==> src/rtl/bju_pkg.sv <==
package bju_pkg;
  typedef logic [3:0] kind_t;

  localparam kind_t KIND_EQ   = 4'd0;
  localparam kind_t KIND_NE   = 4'd1;
  localparam kind_t KIND_LTZ  = 4'd2;
  localparam kind_t KIND_LEZ  = 4'd3;
  localparam kind_t KIND_GTZ  = 4'd4;
  localparam kind_t KIND_GEZ  = 4'd5;
  localparam kind_t KIND_JABS = 4'd6;
  localparam kind_t KIND_JREG = 4'd7;

  function automatic logic kind_is_branch(input kind_t k);
    return k <= KIND_GEZ;
  endfunction

  function automatic logic kind_is_flow(input kind_t k);
    return k <= KIND_JREG;
  endfunction
endpackage

==> src/rtl/bju_cond.sv <==
module bju_cond
  import bju_pkg::*;
#(
  parameter int W = 32
) (
  input  kind_t        kind,
  input  logic [W-1:0] rs,
  input  logic [W-1:0] rt,
  output logic         cond_true
);
  logic rs_neg, rs_zero, ops_equal;

  always_comb begin
    rs_neg    = $signed(rs) < 0;
    rs_zero   = (rs == '0);
    ops_equal = (rs == rt);
    unique case (kind)
      KIND_EQ:  cond_true = ops_equal;
      KIND_NE:  cond_true = !ops_equal;
      KIND_LTZ: cond_true = rs_neg;
      KIND_LEZ: cond_true = rs_neg || rs_zero;
      KIND_GTZ: cond_true = !rs_neg && !rs_zero;
      KIND_GEZ: cond_true = !rs_neg;
      default:  cond_true = 1'b0;
    endcase
  end
endmodule

==> src/rtl/bju_target.sv <==
module bju_target
  import bju_pkg::*;
#(
  parameter int W     = 32,
  parameter int IMM_W = 16,
  parameter int IDX_W = 26
) (
  input  kind_t            kind,
  input  logic [W-1:0]     pc,
  input  logic [W-1:0]     rs,
  input  logic [IMM_W-1:0] offset,
  input  logic [IDX_W-1:0] index,
  input  logic             cond_true,
  output logic             taken,
  output logic [W-1:0]     target,
  output logic             misalign
);
  localparam int OFF_W    = IMM_W + 2;
  localparam int REGION_W = W - IDX_W - 2;

  logic [W-1:0] slot_pc, after_slot, br_disp, br_dest, region_dest;

  always_comb begin
    slot_pc     = pc + W'(4);
    after_slot  = pc + W'(8);
    br_disp     = {{(W-OFF_W){offset[IMM_W-1]}}, offset, 2'b00};
    br_dest     = after_slot + br_disp;
    region_dest = {slot_pc[W-1 -: REGION_W], index, 2'b00};
    taken       = 1'b0;
    misalign    = 1'b0;
    target      = slot_pc;
    if (kind_is_branch(kind)) begin
      taken  = cond_true;
      target = cond_true ? br_dest : after_slot;
    end else if (kind == KIND_JABS) begin
      taken  = 1'b1;
      target = region_dest;
    end else if (kind == KIND_JREG) begin
      taken    = 1'b1;
      target   = rs;
      misalign = (rs[1:0] != 2'b00);
    end
  end
endmodule

==> src/rtl/bju_link.sv <==
module bju_link
  import bju_pkg::*;
#(
  parameter int W        = 32,
  parameter int RIDX_W   = 5,
  parameter int LINK_REG = 31
) (
  input  kind_t             kind,
  input  logic              link_req,
  input  logic [RIDX_W-1:0] dst,
  input  logic [W-1:0]      pc,
  output logic              we,
  output logic [RIDX_W-1:0] idx,
  output logic [W-1:0]      val
);
  always_comb begin
    idx = (kind == KIND_JREG) ? dst : RIDX_W'(LINK_REG);
    we  = link_req && kind_is_flow(kind) && (idx != '0);
    val = pc + W'(8);
  end
endmodule

==> src/rtl/branch_jump_unit.sv <==
module branch_jump_unit
  import bju_pkg::*;
#(
  parameter int W        = 32,
  parameter int IMM_W    = 16,
  parameter int IDX_W    = 26,
  parameter int RIDX_W   = 5,
  parameter int LINK_REG = 31
) (
  input  logic              clk,
  input  logic              rst,
  input  logic              in_valid,
  input  logic [3:0]        in_kind,
  input  logic              in_link,
  input  logic              in_likely,
  input  logic [W-1:0]      in_pc,
  input  logic [W-1:0]      in_rs,
  input  logic [W-1:0]      in_rt,
  input  logic [IMM_W-1:0]  in_offset,
  input  logic [IDX_W-1:0]  in_index,
  input  logic [RIDX_W-1:0] in_link_dst,
  output logic              out_valid,
  output logic              out_taken,
  output logic [W-1:0]      out_target,
  output logic              out_link_we,
  output logic [RIDX_W-1:0] out_link_idx,
  output logic [W-1:0]      out_link_val,
  output logic              out_annul,
  output logic              out_misalign
);
  kind_t             kind;
  logic [W-1:0]      pc_al;
  logic              cond_true, nx_taken, nx_misalign, nx_we, nx_annul;
  logic [W-1:0]      nx_target, nx_link_val;
  logic [RIDX_W-1:0] nx_idx;

  assign kind  = in_kind;
  assign pc_al = {in_pc[W-1:2], 2'b00};

  bju_cond #(.W(W)) u_cond (
    .kind(kind), .rs(in_rs), .rt(in_rt), .cond_true(cond_true)
  );

  bju_target #(.W(W), .IMM_W(IMM_W), .IDX_W(IDX_W)) u_target (
    .kind(kind), .pc(pc_al), .rs(in_rs), .offset(in_offset), .index(in_index),
    .cond_true(cond_true), .taken(nx_taken), .target(nx_target),
    .misalign(nx_misalign)
  );

  bju_link #(.W(W), .RIDX_W(RIDX_W), .LINK_REG(LINK_REG)) u_link (
    .kind(kind), .link_req(in_link), .dst(in_link_dst), .pc(pc_al),
    .we(nx_we), .idx(nx_idx), .val(nx_link_val)
  );

  assign nx_annul = in_likely && kind_is_branch(kind) && !cond_true;

  always_ff @(posedge clk) begin
    if (rst || !in_valid) begin
      out_valid    <= 1'b0;
      out_taken    <= 1'b0;
      out_target   <= '0;
      out_link_we  <= 1'b0;
      out_link_idx <= '0;
      out_link_val <= '0;
      out_annul    <= 1'b0;
      out_misalign <= 1'b0;
    end else begin
      out_valid    <= 1'b1;
      out_taken    <= nx_taken;
      out_target   <= nx_target;
      out_link_we  <= nx_we;
      out_link_idx <= nx_idx;
      out_link_val <= nx_we ? nx_link_val : '0;
      out_annul    <= nx_annul;
      out_misalign <= nx_misalign;
    end
  end

  assert_latency_R1: assert property (@(posedge clk) disable iff (rst)
    in_valid |=> out_valid);
  assert_idle_quiet_R1: assert property (@(posedge clk) disable iff (rst)
    !out_valid |-> !(out_taken || out_link_we || out_annul || out_misalign));
  assert_annul_not_taken_R8: assert property (@(posedge clk) disable iff (rst)
    out_annul |-> !out_taken);
  assert_misalign_taken_R5: assert property (@(posedge clk) disable iff (rst)
    out_misalign |-> out_taken);
  assert_no_zero_link_R7: assert property (@(posedge clk) disable iff (rst)
    out_link_we |-> out_link_idx != '0);
  assert_aligned_target_R9: assert property (@(posedge clk) disable iff (rst)
    (out_valid && !out_misalign) |-> out_target[1:0] == 2'b00);
  assert_link_aligned_R6: assert property (@(posedge clk) disable iff (rst)
    out_link_we |-> out_link_val[1:0] == 2'b00);
endmodule

==> config.mk <==
export PLATFORM = sky130hd
export DESIGN_NAME = branch_jump_unit
export DESIGN_NICKNAME = d
export VERILOG_FILES = /design/src/rtl/bju_pkg.sv /design/src/rtl/bju_cond.sv /design/src/rtl/bju_target.sv /design/src/rtl/bju_link.sv /design/src/rtl/branch_jump_unit.sv
export SDC_FILE = /design/constraint.sdc
export NUM_CORES = 1
export LEC_CHECK = 0
export CAP_MARGIN = 10
export CORE_MARGIN = 4
export CORE_UTILIZATION = 30
export DETAILED_ROUTE_END_ITERATION = 8
export PLACE_DENSITY = 0.55
export SLEW_MARGIN = 10
export SYNTH_ARGS = -nofsm -noshare
export SYNTH_HDL_FRONTEND = slang
export SYNTH_SLANG_ARGS = --single-unit
==> constraint.sdc <==
create_clock -name clk -period 6 [get_ports clk]
set_input_delay 1.2 -clock clk [delete_from_list [all_inputs] [get_ports clk]]
set_output_delay 1.2 -clock clk [all_outputs]
set_load 0.02 [all_outputs]
Yosys cells after proc, flatten, opt, wreduce, memory -nomap -nowiden
Index checks and enable logic that the tools add are counted.
{"block": "op_classes", "n_shift": 0, "bitwise_logic": 2, "div": 0, "n_mul": 0, "n_mux": 10, "addsub": 3, "magnitude_cmp": 3, "n_reduce_logical": 18, "n_eq_ne": 8}
{"operator": "2-to-1 mux 32 bit", "n": 4}
{"operator": "adder 32 x 3 -> 32 bit, second input constant", "n": 1}
{"operator": "adder 32 bit", "n": 1}
{"operator": "adder 32 x 4 -> 32 bit, second input constant", "n": 1}
{"operator": "equality test 32 bit", "n": 1}
{"operator": "logical NOT 32 bit", "n": 1}
{"operator": "less-than comparator 32 x 1 -> 1 bit, second input constant", "n": 1}
{"operator": "equality test 4 x 3 -> 1 bit, second input constant", "n": 4}
{"operator": "equality test 4 x 2 -> 1 bit, second input constant", "n": 2}
{"operator": "less-or-equal comparator 4 x 3 -> 1 bit, second input constant", "n": 2}
{"operator": "case mux 1 bit (6 select lines)", "n": 1}
{"operator": "logical AND 1 bit", "n": 5}
{"operator": "logical NOT 1 bit", "n": 5}
{"operator": "2-to-1 mux 5 bit", "n": 1}
{"operator": "nonzero test 5 bit", "n": 1}
{"operator": "equality test 4 x 1 -> 1 bit, second input constant", "n": 1}
{"operator": "logical NOT 4 bit", "n": 1}
{"operator": "2-to-1 mux 1 bit", "n": 4}
{"operator": "OR reduction 4 bit", "n": 1}
{"operator": "logical OR 1 bit", "n": 2}
{"operator": "inverter 1 bit", "n": 2}
{"operator": "nonzero test 2 bit", "n": 1}
{"operator": "OR reduction 2 bit", "n": 1}
{"block": "totals", "input_bits": 152, "memories": 0, "latchBits": 0, "out_inout_bits": 74, "register_bits": 74, "mem_bits_ro": 0, "mem_bits_rw": 0}

Logic depth before layout (Yosys ltp)
Gate-level depths: netlist of run 1.
{"block": "logic_depth", "ltp_word": 6, "ltp_mapped": 19}

By module
Synthesis of run 1 repeated with hierarchy kept, for this count alone.
{"block": "hier_totals", "cells_unflattened": 891, "hier_area_um2": 6895.4}
{"module": "bju_target", "seq_area_each_um2": 0.0, "cells_each": 574, "area_per_inst_um2": 3691.0, "instances": 1}
{"module": "branch_jump_unit", "seq_area_each_um2": 1481.4, "cells_each": 161, "area_per_inst_um2": 2048.2, "instances": 1}
{"module": "bju_link", "seq_area_each_um2": 0.0, "cells_each": 93, "area_per_inst_um2": 649.4, "instances": 1}
{"module": "bju_cond", "seq_area_each_um2": 0.0, "cells_each": 63, "area_per_inst_um2": 506.7, "instances": 1}

Worst setup path before layout of run 1
OpenSTA, ideal clock, no wires.
{"block": "synth_path", "path_type": "input to register", "startpoint": "in in_pc[3]", "endpoint": "reg out_target[30]", "required_time_ps": 5860, "stages": 17, "setup_slack_ps": 1209, "arrival_ps": 4651, "path_cell_list": "ha_1 -> nand3_1 -> or4_1 -> nor2_1 -> buf_2 -> nand2_1 -> xnor2_1 -> ha_1 -> a21o_1 -> a21o_1 -> a21o_1 -> o21a_1 -> o211a_1 -> a221oi_1 -> nor3b_1 -> nor4_1 -> a211oi_1"}
{"block": "synth_between", "elab_chain_cells": 4, "word_cells_on_any_way": 7, "cone_classes": "add/sub: 3; mux: 4"}
{"item": "start, declared", "line": "branch_jump_unit.sv:16", "source": "input logic [W-1:0] in_pc,"}
{"item": "adder 32 x 4 -> 32 bit"}
{"item": "named net nx_link_val[23]", "line": "branch_jump_unit.sv:34", "source": "logic [W-1:0] nx_target, nx_link_val;"}
{"item": "adder 32 bit", "line": "bju_target.sv:27", "source": "br_dest = after_slot + br_disp;"}
{"item": "2-to-1 mux 32 bit", "line": "bju_target.sv:34", "source": "target = cond_true ? br_dest : after_slot;"}
{"item": "2-to-1 mux 32 bit", "line": "bju_target.sv:32", "source": "if (kind_is_branch(kind)) begin"}
{"item": "end signal, assigned", "line": "branch_jump_unit.sv:70", "source": "out_target <= nx_target;"}
{"item": "end, declared", "line": "branch_jump_unit.sv:24", "source": "output logic [W-1:0] out_target,"}
The timed path passes the listed nets, and every way through them passes these cells.
A chain may end at the register's enable or synchronous reset.

Worst setup path after layout of run 1
{"block": "layout_path", "startpoint": "in in_pc[4]", "endpoint": "reg out_target[25]"}
The elaborated chain is that of the path after synthesis.

==> run_results.csv, run 1 <==
group,metric,value,unit
clock_tree,htreeDepth,3,
layout,layout-drive-gt1-share,6.03,%
run_status,status,"finished, final reports clean",
floorplanning,std_cell_rows,51,
clock_tree,path_clk_slew,0.06,ns
power_and_ir_drop,p_int,1100,µW
setup_path,crit_chain,"clkdlybuf4s50_1 > ha_1 > nand3_1 > or4_1 > nor2_1 > nand2_1 > xor2_1 > inv_1 > ha_1 > and3_1 > and4_1 > o21ai_0 > o21ai_1 > nand2_1 > a211oi_1 > mux2i_1 > a2111oi_0 > a311oi_1",
yosys,yosys_warnings,0,
global_route,antenna_found_initial,2,
power_and_ir_drop,p_switching,527,µW
floorplanning,start_util,30.9,%
setup_path,end_kind,"register",
drt,firstDrtPassIters,5,
clock_tree,clkSinkCount,72,
yosys,synthCells,788,
floorplanning,io-pin-count,226,
layout,multi_input_area,4360,µm²
sta,whs,1.45,ns
sta,rsz0062_at_grt,"false",
layout,area_delta_synth_final,47.6,%
layout,finalNonFillerCells,1279,
floorplanning,die_area,22600,µm²
yosys,synthFlopType,"dfxtp_1",
placed_design,gp_congestion,0.910,
placed_design,portBuffers,221,
clock_tree,cts.path.max_buffers,2,
global_route,grt_pass1_wl,36700,µm
placed_design,post-dp-hpwl,20400,µm
drt,drc,0,
drt,wl_per_cell,19.7,µm
clock_tree,ctsResizeCount,0,
power_and_ir_drop,p_per_area,181,nW/µm²
yosys,yosysSeqAreaShare,23.7,%
clock_tree,cts_tree,"yes",
global_route,grt_start_max_net_pins,46,
floorplanning,die_y,150,µm
clock_tree,cts.hold.buffers_added,0,
min_path,hp-class,"in -> reg",
sta,setup_violations,0,
yosys,ys_top_cells_by_count,"nor2_1 (90), dfxtp_1 (72), xor2_1 (66), nand2_1 (63), a21oi_1 (62)",
setup_path,arrival,5.84,ns
global_route,grt_pass1_vias,6422,
floorplanning,core,19700,µm²
sta,max_freq,0.177,GHz
layout,regArea,1440,µm²
power_and_ir_drop,combPwrFrac,35.1,%
yosys,synth_area_per_cell,7.71,µm²
sta,hold_viol_final,0,
yosys,ys_ff_latch,72,
yosys,netlist_area,6070,µm²
power_and_ir_drop,p_clk_share,34.0,%
drt,routed_via_density,5.07,
placed_design,dp.cells,1261,
drt,drt-initial-drc-count,451,
drt,ant_nets,0,
floorplanning,die_w,150,µm
yosys,synth_cell_types,65,
global_route,globalRouteOverflowTotal,0,
power_and_ir_drop,pwr-share-seq,30.9,%
sta,slew_headroom,30.9,%
sta,period_share,94.0,%
setup_path,crit_fanout,4,
yosys,synth_top_area_share,23.7,%
drt,vias,6482,
power_and_ir_drop,leakage,0.00353,µW
drt,totalWireLength,25200,µm
setup_path,crit_type,"in -> reg",
yosys,async_flop_share,0,%
sta,fin_tns_setup,0,ns
sta,fin_crit,5.64,ns
layout,fillCellCount,2010,
yosys,synthTopCellsByArea,"dfxtp_1 (24%), xor2_1 (9.5%), ha_1 (7.4%)",
setup_path,required,6.20,ns
global_route,grt_usage,21.4,%
sta,worst_pin_slew,1.03,ns
sta,finalMaxSlewViolations,0,
power_and_ir_drop,switching_share,32.4,%
run,maxCapViolations,0,
yosys,yosysTopAreaCell,"dfxtp_1",
yosys,synth.most_common_cell,"nor2_1",
clock_tree,ctsRootBufferMaster,"clkbuf_16",
setup_path,cp_slowest_cell,"or4_1",
clock_tree,cts_buffers,9,
yosys,synth_edf_count,0,
power_and_ir_drop,ir_drop,132,µV
setup_path,critPathMaxStageDelay,0.65,ns
layout,fin_util,45.6,%
setup_path,start_kind,"input port",
layout,nNetsFinal,1196,
clock_tree,post_cts_buffers,0,
[flip-flops by register name, indices dropped and copies added, names as in the netlist]
name and count:
out_link_idx 5, out_taken 1, out_link_we 1, out_annul 1, out_misalign 1, out_valid 1, out_target 32, out_link_val 30
[layer usage]
| layer | vias to the layer above | track usage, % | share of wire (%) |
|---|---|---|---|
| met1 | 2950 | 27.6 | 44 |
| met3 | 28 | 4.82 | 8.3 |
| li1 | 3250 | - | - |
| met5 | - | 0 | 0.052 |
| met4 | 2 | 6.04 | 1.7 |
| met2 | 252 | 35.9 | 46 |
[worst max-delay path, delay by kind of cell]
kind	cells	cell delay [ns]
buffers and inverters	2	0.62
adder cells (fa/ha/maj)	2	0.57
XOR/XNOR	1	0.28
AND/OR/NAND/NOR	7	1.57
multiplexers	1	0.13
AO/OA/AOI/OAI	5	1.46
[final timing paths]
kind | startpoint | endpoint | slack (ns) | cells past startpoint
setup / recovery | in_pc[4] | out_target[25]$_SDFF_PN0_ | 0.36 | 18
hold / removal | in_likely | out_annul$_SDFF_PN0_ | 1.45 | 2
[metrics by stage]
stage	power [µW]	setup WS, ns	area [µm²]
floorplan	822	1.21	6080
global placement	1080	0.165	8660
detailed placement	1080	0.159	8660
CTS	1640	0.485	8950
global route	1700	0.0534	8960
finish	1630	0.362	8960
[logic make-up after synthesis]
| group | share of synthesized area (%) |
|---|---|
| multiplexers | 5.30 |
| AO/OA/AOI/OAI | 20.3 |
| other | 0.0618 |
| adder cells (fa/ha/maj) | 7.75 |
| flip-flops | 23.7 |
| buffers and inverters | 4.53 |
| XOR/XNOR | 15.3 |
| AND/OR/NAND/NOR | 23.0 |
[power by group through the flow]
stage	clock network (µW)	registers, µW	logic (µW)
floorplan	0	536	286
global placement	0	513	566
detailed placement	0	513	565
CTS	565	503	570
global route	580	504	617
finish	552	503	571
[cells in the final DEF, fill, tap and decap left out, types with 29 or more instances in the layout]
master and count:
a21oi_1 61, buf_4 30, clkdlybuf4s50_1 221, dfxtp_1 72
ha_1 36, mux2i_1 31, nand2_1 63, nor2_1 90
o21ai_0 29, xnor2_1 40, xor2_1 66
[area by class of cell]
class	instances	share of cell area [%]
Multi-Input combinational cell	651	48.7
Timing Repair Buffer	251	27.2
Sequential cell	72	16.1
Tap cell	265	3.70
Clock buffer	11	2.71
Inverter	22	0.922
Clock inverter	5	0.628
Antenna cell	2	0.0559
(Power assumes the default switching activity.)
==> run 2, diff against run 1 <==
- CAP_MARGIN: 10 -> 20
==> run_results.csv, run 2 (synthesis results as in run 1) <==
group,metric,value,unit
clock_tree,ctsResizeCount,0,
setup_path,required,6.20,ns
placed_design,postPlaceCellArea,8660,µm²
floorplanning,std_cell_rows,51,
layout,top_register,"out_target",
drt,m1WireLength,11200,µm
global_route,grt_pass1_wl,36700,µm
setup_path,crit_chain,"clkdlybuf4s50_1 > ha_1 > nand3_1 > or4_1 > nor2_1 > nand2_1 > xor2_1 > inv_1 > ha_1 > and3_1 > and4_1 > o21ai_0 > o21ai_1 > nand2_1 > a211oi_1 > mux2i_1 > a2111oi_0 > a311oi_1",
placed_design,gp_congestion,0.910,
drt,drc,0,
global_route,antenna_found_initial,2,
clock_tree,cts.path.max_buffers,2,
clock_tree,ctsRootBufferMaster,"clkbuf_16",
clock_tree,cts_buffers,9,
setup_path,arrival,5.79,ns
sta,fin_ws,0.409,ns
floorplanning,start_util,30.9,%
floorplanning,die_y,150,µm
clock_tree,htreeDepth,3,
drt,wl_met2,11500,µm
setup_path,end_kind,"register",
sta,fin_tns_setup,0,ns
layout,largest_register_ffs,32,
layout,fin_area,8970,µm²
setup_path,crit_type,"in -> reg",
power_and_ir_drop,leakage,0.00354,µW
drt,totalWireLength,25200,µm
layout,top_regs,"out_target: 32 flops, out_link_val: 30 flops, out_link_idx: 5 flops",
floorplanning,die_area,22600,µm²
clock_tree,cts.hold.buffers_added,0,
drt,wl_met3,2050,µm
placed_design,portBuffers,221,
drt,firstDrtPassIters,5,
run_status,status,"finished, final reports clean",
drt,routed_via_density,5.05,
sta,setup_violations,0,
floorplanning,die_w,150,µm
setup_path,critPathMaxStageDelay,0.65,ns
floorplanning,io-pin-count,226,
global_route,grt_start_max_net_pins,46,
layout,layout_common_cells,"clkdlybuf4s50_1 (221), nor2_1 (90), dfxtp_1 (72)",
sta,rsz0062_at_grt,"false",
setup_path,cp_slowest_cell,"or4_1",
setup_path,crit_fanout,4,
sta,slew_headroom,54.6,%
setup_path,start_kind,"input port",
global_route,globalRouteOverflowTotal,0,
clock_tree,cts_tree,"yes",
clock_tree,post_cts_buffers,0,
drt,vias,6466,
placed_design,post-dp-hpwl,20400,µm
run,maxCapViolations,0,
sta,worst_pin_slew,0.680,ns
layout,area_delta_synth_final,47.8,%
sta,whs,1.45,ns
sta,period_share,93.2,%
layout,layout-drive-gt1-share,6.12,%
drt,drt-initial-drc-count,459,
global_route,grt_usage,21.4,%
sta,fin_crit,5.59,ns
global_route,grt_pass1_vias,6422,
placed_design,dp_slack,0.159,ns
power_and_ir_drop,p_total,1630,µW
drt,dr.max_layer_used,"met5",
drt,ant_nets,0,
layout,final_common_cell,"clkdlybuf4s50_1",
floorplanning,core,19700,µm²
sta,hold_viol_final,0,
min_path,hp-class,"in -> reg",
sta,max_freq,0.179,GHz
sta,finalMaxSlewViolations,0,
power_and_ir_drop,p_per_area,181,nW/µm²
power_and_ir_drop,ir_drop,132,µV
clock_tree,path_clk_slew,0.06,ns
drt,wl_per_cell,19.7,µm
layout,nNetsFinal,1197,
clock_tree,clkSinkCount,72,
-- run 2: worst max-delay path: cells and delay by family --
| family | cells | cell delay [ns] |
|---|---|---|
| multiplexers | 1 | 0.13 |
| adder cells (fa/ha/maj) | 2 | 0.56 |
| XOR/XNOR | 1 | 0.27 |
| buffers and inverters | 2 | 0.61 |
| AND/OR/NAND/NOR | 7 | 1.58 |
| AO/OA/AOI/OAI | 5 | 1.45 |
-- run 2: layout make-up --
| class | count | area (µm²) |
|---|---|---|
| fillers | 2009 | 10700 |
| multi-input cells | 651 | 4360 |
| repair buffers | 252 | 2450 |
| flip-flops and latches | 72 | 1440 |
| well taps | 265 | 332 |
| clock buffers | 11 | 243 |
| inverters | 22 | 82.6 |
| clock inverters | 5 | 56.3 |
| diodes | 2 | 5.00 |
-- run 2: routing by layer --
layer / track usage (%) / vias up
met3: 4.82 / 25
li1: - / 3248
met2: 35.9 / 248
met1: 27.6 / 2943
met5: 0 / -
met4: 6.04 / 2
-- run 2: metrics by stage --
step / instances / util [%]
detailed placement: 1261 / 44.0
floorplan: 789 / -
global placement: 1261 / 44.0
CTS: 1277 / 45.6
finish: 1280 / 45.7
global route: 1279 / 45.7
-- run 2: report_power, final --
part           total [µW]  internal (µW)  switching [µW]
Clock                 553            333             220
Combinational         572            270             302
Sequential            503            497            5.76
Total                1630           1100             528
-- run 2: worst paths after layout --
kind | from | end | slack [ns] | depth (start not counted)
worst max-delay path | in_pc[4] | out_target[25]$_SDFF_PN0_ | 0.41 | 18
worst min-delay path | in_likely | out_annul$_SDFF_PN0_ | 1.45 | 2
==> run 3, diff against run 2 <==
- clock period: 6 -> 6.4 ns (I/O delays scaled with it)
==> run_results.csv, run 3 (synthesis results as in run 1) <==
group,metric,value,unit
sta,worst_pin_slew,0.912,ns
global_route,grt_usage,21.8,%
sta,fin_crit,5.87,ns
placed_design,dp.cells,1254,
power_and_ir_drop,p_total,1520,µW
drt,routed_via_density,5.11,
setup_path,critPathMaxStageDelay,0.64,ns
global_route,grt_pass1_wl,37300,µm
floorplanning,die_y,150,µm
run_status,status,"finished, final reports clean",
clock_tree,path_clk_slew,0.06,ns
sta,period_share,91.7,%
power_and_ir_drop,p_switching,486,µW
floorplanning,start_util,30.9,%
layout,fillCellCount,2033,
drt,totalWireLength,25200,µm
sta,slew_headroom,39.2,%
power_and_ir_drop,leakage,0.00351,µW
power_and_ir_drop,p_clk_share,34.1,%
layout,layout_common_cells,"clkdlybuf4s50_1 (221), nor2_1 (90), dfxtp_1 (72)",
power_and_ir_drop,pwr-share-seq,30.9,%
setup_path,crit_chain,"clkdlybuf4s50_1 > ha_1 > nand3_1 > or4_1 > nor2_1 > nand2_1 > xor2_1 > inv_1 > ha_1 > and3_1 > and4_1 > o21ai_0 > o21ai_1 > nand2_1 > a211oi_1 > mux2i_1 > a2111oi_0 > a311oi_1",
min_path,worstHoldStart,"in_likely",
power_and_ir_drop,ir_drop,129,µV
layout,finalNonFillerCells,1273,
min_path,hold_path_end,"out_annul$_SDFF_PN0_",
clock_tree,cts_tree,"yes",
sta,rsz0062_at_grt,"false",
setup_path,required,6.60,ns
global_route,antenna_found_initial,3,
floorplanning,io-pin-count,226,
placed_design,portBuffers,221,
placed_design,post-dp-hpwl,20300,µm
drt,drc,0,
sta,finalMaxSlewViolations,0,
setup_path,start_kind,"input port",
sta,max_freq,0.170,GHz
global_route,grt_pass1_vias,6479,
setup_path,end_kind,"register",
placed_design,gp_congestion,0.892,
layout,area_delta_synth_final,46.8,%
setup_path,crit_type,"in -> reg",
setup_path,crit_fanout,4,
setup_path,cp_slowest_cell,"or4_1",
min_path,hp-class,"in -> reg",
floorplanning,die_area,22600,µm²
sta,fin_tns_setup,0,ns
min_path,hold_path_depth,2,
layout,final_common_cell,"clkdlybuf4s50_1",
global_route,grt_start_max_net_pins,46,
drt,firstDrtPassIters,5,
floorplanning,std_cell_rows,51,
setup_path,crit_family,"simple AND/OR/NAND/NOR gates",
clock_tree,cts_buffers,9,
drt,ant_nets,0,
clock_tree,cts.hold.buffers_added,0,
power_and_ir_drop,p_int,1040,µW
layout,top_regs,"out_target: 32 flops, out_link_val: 30 flops, out_link_idx: 5 flops",
clock_tree,htreeDepth,3,
drt,drt-initial-drc-count,411,
setup_path,arrival,6.06,ns
layout,nNetsFinal,1189,
floorplanning,die_w,150,µm
drt,vias,6506,
sta,hold_viol_final,0,
clock_tree,ctsResizeCount,0,
layout,top_register,"out_target",
clock_tree,ctsRootBufferMaster,"clkbuf_16",
clock_tree,clkSinkCount,72,
drt,wl_per_cell,19.8,µm
sta,setup_violations,0,
layout,layout-drive-gt1-share,5.27,%
clock_tree,post_cts_buffers,0,
floorplanning,core,19700,µm²
global_route,globalRouteOverflowTotal,0,
clock_tree,cts.path.max_buffers,2,
power_and_ir_drop,combPwrFrac,34.9,%
run,maxCapViolations,0,
power_and_ir_drop,switching_share,31.9,%
layout,largest_register_ffs,32,
power_and_ir_drop,p_per_area,171,nW/µm²
setup_path,crit_buf_inv,2,
run 3: changes by cell type in the layout (fill, tap and decap cells not counted):
cell,before,now
buf_4,30,23
buf_8,1,0
clkbuf_1,1,2
clkbuf_8,1,2
clkinv_4,1,0
clkinvlp_4,1,0
diode_2,2,3
run 3: power by group through the flow:
stage / combinational (µW) / clock [µW] / sequential, µW
after floorplan: 268 / 0 / 503
after global placement: 527 / 0 / 481
after detailed placement: 526 / 0 / 481
after CTS: 530 / 529 / 472
after global routing: 577 / 544 / 473
final: 532 / 520 / 472
run 3: cell type report:
cell class | count | area [µm²] | share of cell area (%)
Antenna cell | 3 | 7.51 | 0.0842
Clock buffer | 13 | 260 | 2.92
Clock inverter | 3 | 40.0 | 0.449
Inverter | 22 | 82.6 | 0.927
Multi-Input combinational cell | 651 | 4360 | 49.0
Sequential cell | 72 | 1440 | 16.2
Tap cell | 265 | 332 | 3.72
Timing Repair Buffer | 244 | 2380 | 26.8
run 3: layer usage:
metal	vias to the layer above	global-route usage [%]	routed length (µm)
met2	265	36.4	11600
met5	-	0	13
met4	2	5.67	268
li1	3226	-	-
met1	2995	28.1	11100
met3	18	5.27	2220
run 3: stage by stage:
stage | setup slack, ns | instance area, µm² | hold slack (ns) | utilization (%)
after floorplan | 1.53 | 6080 | 1.35 | -
after global placement | 0.372 | 8600 | 1.86 | 43.8
after detailed placement | 0.384 | 8600 | 1.86 | 43.8
after CTS | 0.646 | 8900 | 1.50 | 45.3
after global routing | 0.249 | 8910 | 1.54 | 45.3
final | 0.534 | 8910 | 1.50 | 45.3
run 3: worst max path at each step:
stage	startpoint	end	slack, ns	depth (start not counted)
floorplan	in_pc[3]	out_target[30]$_SDFF_PN0_	1.53	17
global placement	in_pc[3]	out_target[25]$_SDFF_PN0_	0.37	18
detailed placement	in_pc[3]	out_target[25]$_SDFF_PN0_	0.38	18
CTS	in_pc[4]	out_target[25]$_SDFF_PN0_	0.65	18
global route	in_pc[4]	out_target[25]$_SDFF_PN0_	0.25	18
finish	in_pc[4]	out_target[25]$_SDFF_PN0_	0.53	18
